**config.mk**
```make
export PLATFORM = sky130hd
export DESIGN_NAME = hb_phase_drv
export DESIGN_NICKNAME = d
export VERILOG_FILES = /design/src/rtl/hb_pkg.sv /design/src/rtl/hb_rst_sync.sv /design/src/rtl/hb_glitch_filt.sv /design/src/rtl/hb_dt_gate.sv /design/src/rtl/hb_phase_drv.sv
export SDC_FILE = /design/constraint.sdc
export NUM_CORES = 1
export LEC_CHECK = 0
export ABC_AREA = 1
export BUFFER_PORTS_ARGS = -buffer_cell sky130_fd_sc_hd__clkbuf_2
export CAP_MARGIN = 15
export CELL_PAD_IN_SITES_DETAIL_PLACEMENT = 1
export CELL_PAD_IN_SITES_GLOBAL_PLACEMENT = 2
export CORE_UTILIZATION = 40
export DETAILED_ROUTE_END_ITERATION = 7
export PLACE_DENSITY = 0.92
export SLEW_MARGIN = 20
export SYNTH_ARGS = -nofsm -noshare
export SYNTH_HDL_FRONTEND = slang
export SYNTH_SLANG_ARGS = --single-unit
```
**constraint.sdc**
```tcl
create_clock -name clk -period 3.38 [get_ports clk]
set_input_delay 0 -clock clk [delete_from_list [all_inputs] [get_ports clk]]
set_output_delay 0 -clock clk [all_outputs]
set_load 0.005 [all_outputs]
```
**src/rtl/hb_pkg.sv**
```systemverilog
package hb_pkg;

  // Decoded switch request for one phase leg
  typedef struct packed {
    logic hi;
    logic lo;
  } hb_req_t;

  // Counter width able to hold values 0 .. n-1 (at least one bit)
  function automatic int unsigned hb_cnt_w(input int unsigned n);
    return (n > 1) ? $clog2(n) : 1;
  endfunction

endpackage

```
**src/rtl/hb_rst_sync.sv**
```systemverilog
module hb_rst_sync (
  input  logic clk,
  input  logic rst_n,
  output logic rst_sync_n
);

  logic [1:0] sync_q;

  always_ff @(posedge clk or negedge rst_n) begin
    if (!rst_n) begin
      sync_q <= 2'b00;
    end else begin
      sync_q <= {sync_q[0], 1'b1};
    end
  end

  assign rst_sync_n = sync_q[1];

endmodule

```
**src/rtl/hb_glitch_filt.sv**
```systemverilog
module hb_glitch_filt #(
  parameter int unsigned FILT_CYC = 70,
  parameter logic        IDLE_LVL = 1'b1
) (
  input  logic clk,
  input  logic rst_n,
  input  logic din,
  output logic dout
);
  import hb_pkg::*;

  localparam int unsigned CW = hb_cnt_w(FILT_CYC);
  localparam logic [CW-1:0] CNT_LAST = CW'(FILT_CYC - 1);

  logic          lvl_q, lvl_d;
  logic [CW-1:0] run_q, run_d;
  logic          run_en;

  // A differing level must persist until the run counter reaches its end
  always_comb begin
    lvl_d  = lvl_q;
    run_d  = run_q;
    run_en = 1'b0;
    if (din == lvl_q) begin
      run_d  = '0;
      run_en = (run_q != '0);
    end else if (run_q == CNT_LAST) begin
      lvl_d  = din;
      run_d  = '0;
      run_en = 1'b1;
    end else begin
      run_d  = run_q + 1'b1;
      run_en = 1'b1;
    end
  end

  always_ff @(posedge clk or negedge rst_n) begin
    if (!rst_n) begin
      lvl_q <= IDLE_LVL;
      run_q <= '0;
    end else begin
      lvl_q <= lvl_d;
      if (run_en) begin
        run_q <= run_d;
      end
    end
  end

  assign dout = lvl_q;


  filt_follows_input_chk: assert property (@(posedge clk) disable iff (!rst_n)
    !$stable(lvl_q) |-> (lvl_q == $past(din)));

endmodule

```
**src/rtl/hb_dt_gate.sv**
```systemverilog
module hb_dt_gate #(
  parameter int unsigned DT_CYC = 400
) (
  input  logic       clk,
  input  logic       rst_n,
  input  logic [1:0] req,
  input  logic [1:0] en,
  output logic [1:0] gate
);
  import hb_pkg::*;

  localparam int unsigned CW = hb_cnt_w(DT_CYC);
  localparam logic [CW-1:0] CNT_TOP = CW'(DT_CYC - 1);

  logic [1:0]  gate_q;
  logic [1:0]  gate_d;
  logic [1:0]  off_done;
  int unsigned chk_off_v [2];

  // Index 0 is the upper switch, index 1 the lower switch
  for (genvar i = 0; i < 2; i++) begin : g_side
    localparam int J = 1 - i;

    logic [CW-1:0] off_q, off_d;
    logic          off_en;
    int unsigned   chk_off;

    // Cycles this gate has been off, saturating at DT_CYC-1
    always_comb begin
      off_d  = off_q;
      off_en = 1'b0;
      if (gate_q[i]) begin
        off_d  = '0;
        off_en = (off_q != '0);
      end else if (off_q != CNT_TOP) begin
        off_d  = off_q + 1'b1;
        off_en = 1'b1;
      end
    end

    always_ff @(posedge clk or negedge rst_n) begin
      if (!rst_n) begin
        off_q <= '0;
      end else if (off_en) begin
        off_q <= off_d;
      end
    end

    assign off_done[i] = !gate_q[i] && (off_q == CNT_TOP);

    // Turn-off is immediate; turn-on waits for the opposite off-time
    assign gate_d[i] = req[i] && en[i] && (gate_q[i] || off_done[J]);

    // Independent off-time tally used only by the checks
    always_ff @(posedge clk or negedge rst_n) begin
      if (!rst_n) begin
        chk_off <= 0;
      end else if (gate_q[i]) begin
        chk_off <= 0;
      end else if (chk_off < DT_CYC) begin
        chk_off <= chk_off + 1;
      end
    end
    assign chk_off_v[i] = chk_off;


    min_deadtime_chk: assert property (@(posedge clk) disable iff (!rst_n)
      $rose(gate_q[i]) |-> (chk_off_v[J] >= DT_CYC));


    enable_forces_off_chk: assert property (@(posedge clk) disable iff (!rst_n)
      !en[i] |=> !gate_q[i]);
  end

  always_ff @(posedge clk or negedge rst_n) begin
    if (!rst_n) begin
      gate_q <= 2'b00;
    end else begin
      gate_q <= gate_d;
    end
  end

  assign gate = gate_q;


  no_overlap_chk: assert property (@(posedge clk) disable iff (!rst_n)
    !(gate_q[0] && gate_q[1]));

endmodule

```
**src/rtl/hb_phase_drv.sv**
```systemverilog
module hb_phase_drv #(
  parameter int unsigned FILT_CYC = 70,
  parameter int unsigned DT_CYC   = 400
) (
  input  logic clk,
  input  logic rst_n,
  input  logic hin_n,
  input  logic lin_n,
  input  logic en_hi,
  input  logic en_lo,
  output logic hs_gate,
  output logic ls_gate
);
  import hb_pkg::*;

  logic       rst_sync_n;
  logic [1:0] raw_n;
  logic [1:0] filt_n;
  hb_req_t    req;
  logic [1:0] gate;

  hb_rst_sync u_rst_sync (
    .clk        (clk),
    .rst_n      (rst_n),
    .rst_sync_n (rst_sync_n)
  );

  assign raw_n = {lin_n, hin_n};

  for (genvar k = 0; k < 2; k++) begin : g_filt
    hb_glitch_filt #(
      .FILT_CYC (FILT_CYC),
      .IDLE_LVL (1'b1)
    ) u_filt (
      .clk   (clk),
      .rst_n (rst_sync_n),
      .din   (raw_n[k]),
      .dout  (filt_n[k])
    );
  end

  // Inverting decode; both asserted means neither switch
  assign req.hi = !filt_n[0] &&  filt_n[1];
  assign req.lo =  filt_n[0] && !filt_n[1];

  hb_dt_gate #(
    .DT_CYC (DT_CYC)
  ) u_dt (
    .clk   (clk),
    .rst_n (rst_sync_n),
    .req   ({req.lo, req.hi}),
    .en    ({en_lo, en_hi}),
    .gate  (gate)
  );

  assign hs_gate = gate[0];
  assign ls_gate = gate[1];


  both_asserted_off_chk: assert property (@(posedge clk) disable iff (!rst_sync_n)
    (!filt_n[0] && !filt_n[1]) |=> (!hs_gate && !ls_gate));


  reset_off_chk: assert property (@(posedge clk)
    !rst_sync_n |-> (!hs_gate && !ls_gate));

endmodule

```
==> impl_results.md <==
* Outcome: completed
* Setup crit start kind: flip-flop
* Final WL at 4.57 mm
* Die Wd at 75.3 um
* # DRC at 0
* I/O Buffers at 7
* Power Total at 0.00112 W
* Yosys warnings at 0
* Postcts setup bufs at 0
* DIE AREA at 5670 sq um
* Peak Freq at 746 MHz
* Count leader, synth: nand2_1
* Pins Over Slew Limit at 0
* # rows at 26
* Sw power at 0.000271 W
* Kind of critical path: flip-flop to flip-flop
* Least-Margin Pin Slew at 703 ps
* Final HPWL DP at 3.48 mm
* Drt pass-1 iters at 4
* Post-synthesis sequential area ratio at 0.444
* Sw Share at 0.242
* Mapped Area at 2150 sq um
* Element type at the critical path end: flip-flop
* Fin area at 2460 sq um
* Die Ht at 75.3 um
* CP Cell Sequence: ha_1, nand2_1, nor2_4, nand3_2, nand2_2, nand2_1, nand2_1
* Grt total ovfl at 0
* Fin nets at 305
* R2R Setup Slk at 2040 ps
* Vias per inst at 4.90
* Reg power frac at 0.459
* Layout cells sized above 1 at 0.124
* Setup violations, final at 0
* Core Footprint at 5140 sq um
* Non-filler cells, final at 360
* Total track usage at 0.183
* Netlist cell types at 29
* Placed cells at 347
* Met2 Use GR at 0.311
* Vias in the first global route at 1763
* Arrival time worst endpoint at 1570 ps
* Max-cap violations at 0
* Clock power frac at 0.428
* Slowest cell delay on critical path at 400 ps
* P_leak at 1.23 nW
* Initial DRC count at 46
* Clock Path Buffers at 2
* Clock sink total at 38
* Initial antenna violation count at 0
* Worst Skew at 10.7 ps
* CP most frequent cell: nand2_1
* H-tree depth reported by CTS at 2
* Gate Count Post-Synth at 271
* Pint at 0.000848 W
* Hold_ws at 45.8 ps
* Worst skew pair latency at 290 ps
* Via count at 1765
* Ranking of synthesized cells by area: dfrtp_1 (42%), nand2_1 (10%), nand3_1 (7.7%), inv_1 (7.0%), nor2_1 (6.5%)
* Pwr/cell area at 456 nW/um^2
* Io pins at 8
* Met1 usage at 0.240
* Peak VDD IR at 0.000332 V
* Worst hold path class: input port to asynchronous set/reset pin
* Pin count of the biggest net entering global routing at 21
* Clock-pin slew on the worst setup and hold paths at 80 ps
* Clock tree from TritonCTS: yes
* Area post-placement at 2260 sq um
* Worst Path Required at 3610 ps
* Routing usage on met3 at 0.0317
* RSZ-0062 raised after global routing: no
* Post-synth ARST share at 1.00
* Fin crit period at 1340 ps
* Global-route wire length before repair at 7.82 mm
* Yosys reg bits at 38
* Resized cells post-CTS at 0
* Clock Tree Root: clkbuf_8
* Post-synth top flop: dfrtp_1
* Syn_area_per_cell at 7.93 sq um
* Top-area cell type share of the netlist area at 0.419
* Final Cycle Share at 0.397
* Layout area overhead at 14.3%
* CP max FO at 6
* Slew HR at 0.531
* Slowest CP cell: dfrtp_1
* Placer Congestion at 0.772
* Total CTS buffers at 5
* Initial Util at 0.418
* Synth Net Count at 287
* Cell taking the most area after synthesis: dfrtp_1
* Combinational fraction of design power at 0.112
* Hold Buf Count CTS at 5
* Avg WL per Cell at 12.7 um
* Antenna Cells at 0
* Synth cell count leaders: nand2_1 (57), inv_1 (40), nor2_1 (37)
* Final hold vios at 0
* Fin Setup TNS at 0 ps
* Post-synth EDFFs at 0
* Gr busiest metal: met2
* ANT nets after route at 0
==> final cells by class <==
class / instances / area, sq um
repair buffers: 13 / 92.6
multi-input cells: 188 / 1020
flip-flops and latches: 38 / 953
well taps: 70 / 87.6
fillers: 663 / 2680
clock buffers: 6 / 82.6
inverters: 43 / 161
clock inverters: 2 / 60.1
==> metrics by stage <==
| step | setup WS (ps) | utilization |
|---|---|---|
| 6_report | 2040 | 0.478 |
| 2_1_floorplan | 2140 | - |
| 4_1_cts | 2020 | 0.478 |
| 3_5_place_dp | 2060 | 0.440 |
| 5_1_grt | 1890 | 0.478 |
| 3_3_place_gp | 2100 | 0.440 |
==> routing by layer <==
layer | vias up | routed length (um)
li1 | 888 | -
met1 | 858 | 2140
met2 | 13 | 2310
met3 | 6 | 75
met4 | 0 | 46
met5 | - | 0
==> placed cells by master (no fill, tap or decap), drive strengths merged <==
master	count
a21oi	11
a31oi	1
buf	1
bufinv	2
clkbuf	13
conb	1
dfrtp	36
dfstp	2
dlygate4sd3	5
ha	10
inv	43
nand2	60
nand3	35
nand4	7
nor2	41
nor3	4
nor3b	1
o21ai	4
o31ai	2
or2	1
xnor2	5
xor2	5
==> sequential cells by signal, indices dropped and copies added (netlist names) <==
signal,cells
u_rst_sync.sync_q,2
g_filt.u_filt.run_q,14
u_dt.gate,2
u_dt.g_side.off_q,18
g_filt.u_filt.dout,2
==> worst max-delay path, delay by kind of cell (launching register included) <==
| kind | cells | cell delay, ps |
|---|---|---|
| adder cells (fa/ha/maj) | 1 | 200 |
| AND/OR/NAND/NOR | 6 | 680 |
| flip-flops | 1 | 400 |
==> final timing paths <==
path                                         startpoint                         to  depth (start not counted)
worst max register to register  u_dt.g_side[1].off_q[1]    u_dt.g_side[1].off_q[1]                          7
worst min register to register     u_rst_sync.sync_q[1]    u_dt.g_side[0].off_q[4]                          0
worst min-delay path                              rst_n       u_rst_sync.sync_q[0]                          2
worst max-delay path            u_dt.g_side[1].off_q[1]    u_dt.g_side[1].off_q[1]                          7
min in group clk                   u_rst_sync.sync_q[0]       u_rst_sync.sync_q[1]                          0
max in group asynchronous          u_rst_sync.sync_q[1]  g_filt[1].u_filt.run_q[2]                          1
==> power groups by stage <==
stage / registers, W / clock network (W) / logic (W)
after detailed placement: 0.000522 / 0 / 0.000119
after floorplan: 0.000516 / 0 / 0.0000878
final: 0.000514 / 0.000480 / 0.000126
after global placement: 0.000521 / 0 / 0.000114
after CTS: 0.000514 / 0.000491 / 0.000128
after global routing: 0.000518 / 0.000510 / 0.000146
==> cell families (layout without fill, tap and decap cells) <==
group / count (synthesis) / after routing / synth area share
buffers and inverters: 45 / 64 / 0.0826
xor gates and xnor gates: 10 / 10 / 0.0407
adders and majority gates: 10 / 10 / 0.0582
DFF: 38 / 38 / 0.444
other: 1 / 1 / 0.00174
AOI/OAI and AO/OA: 18 / 18 / 0.0466
and+or+nand+nor: 149 / 149 / 0.327
No activity file was read; power rests on OpenSTA's default activity.
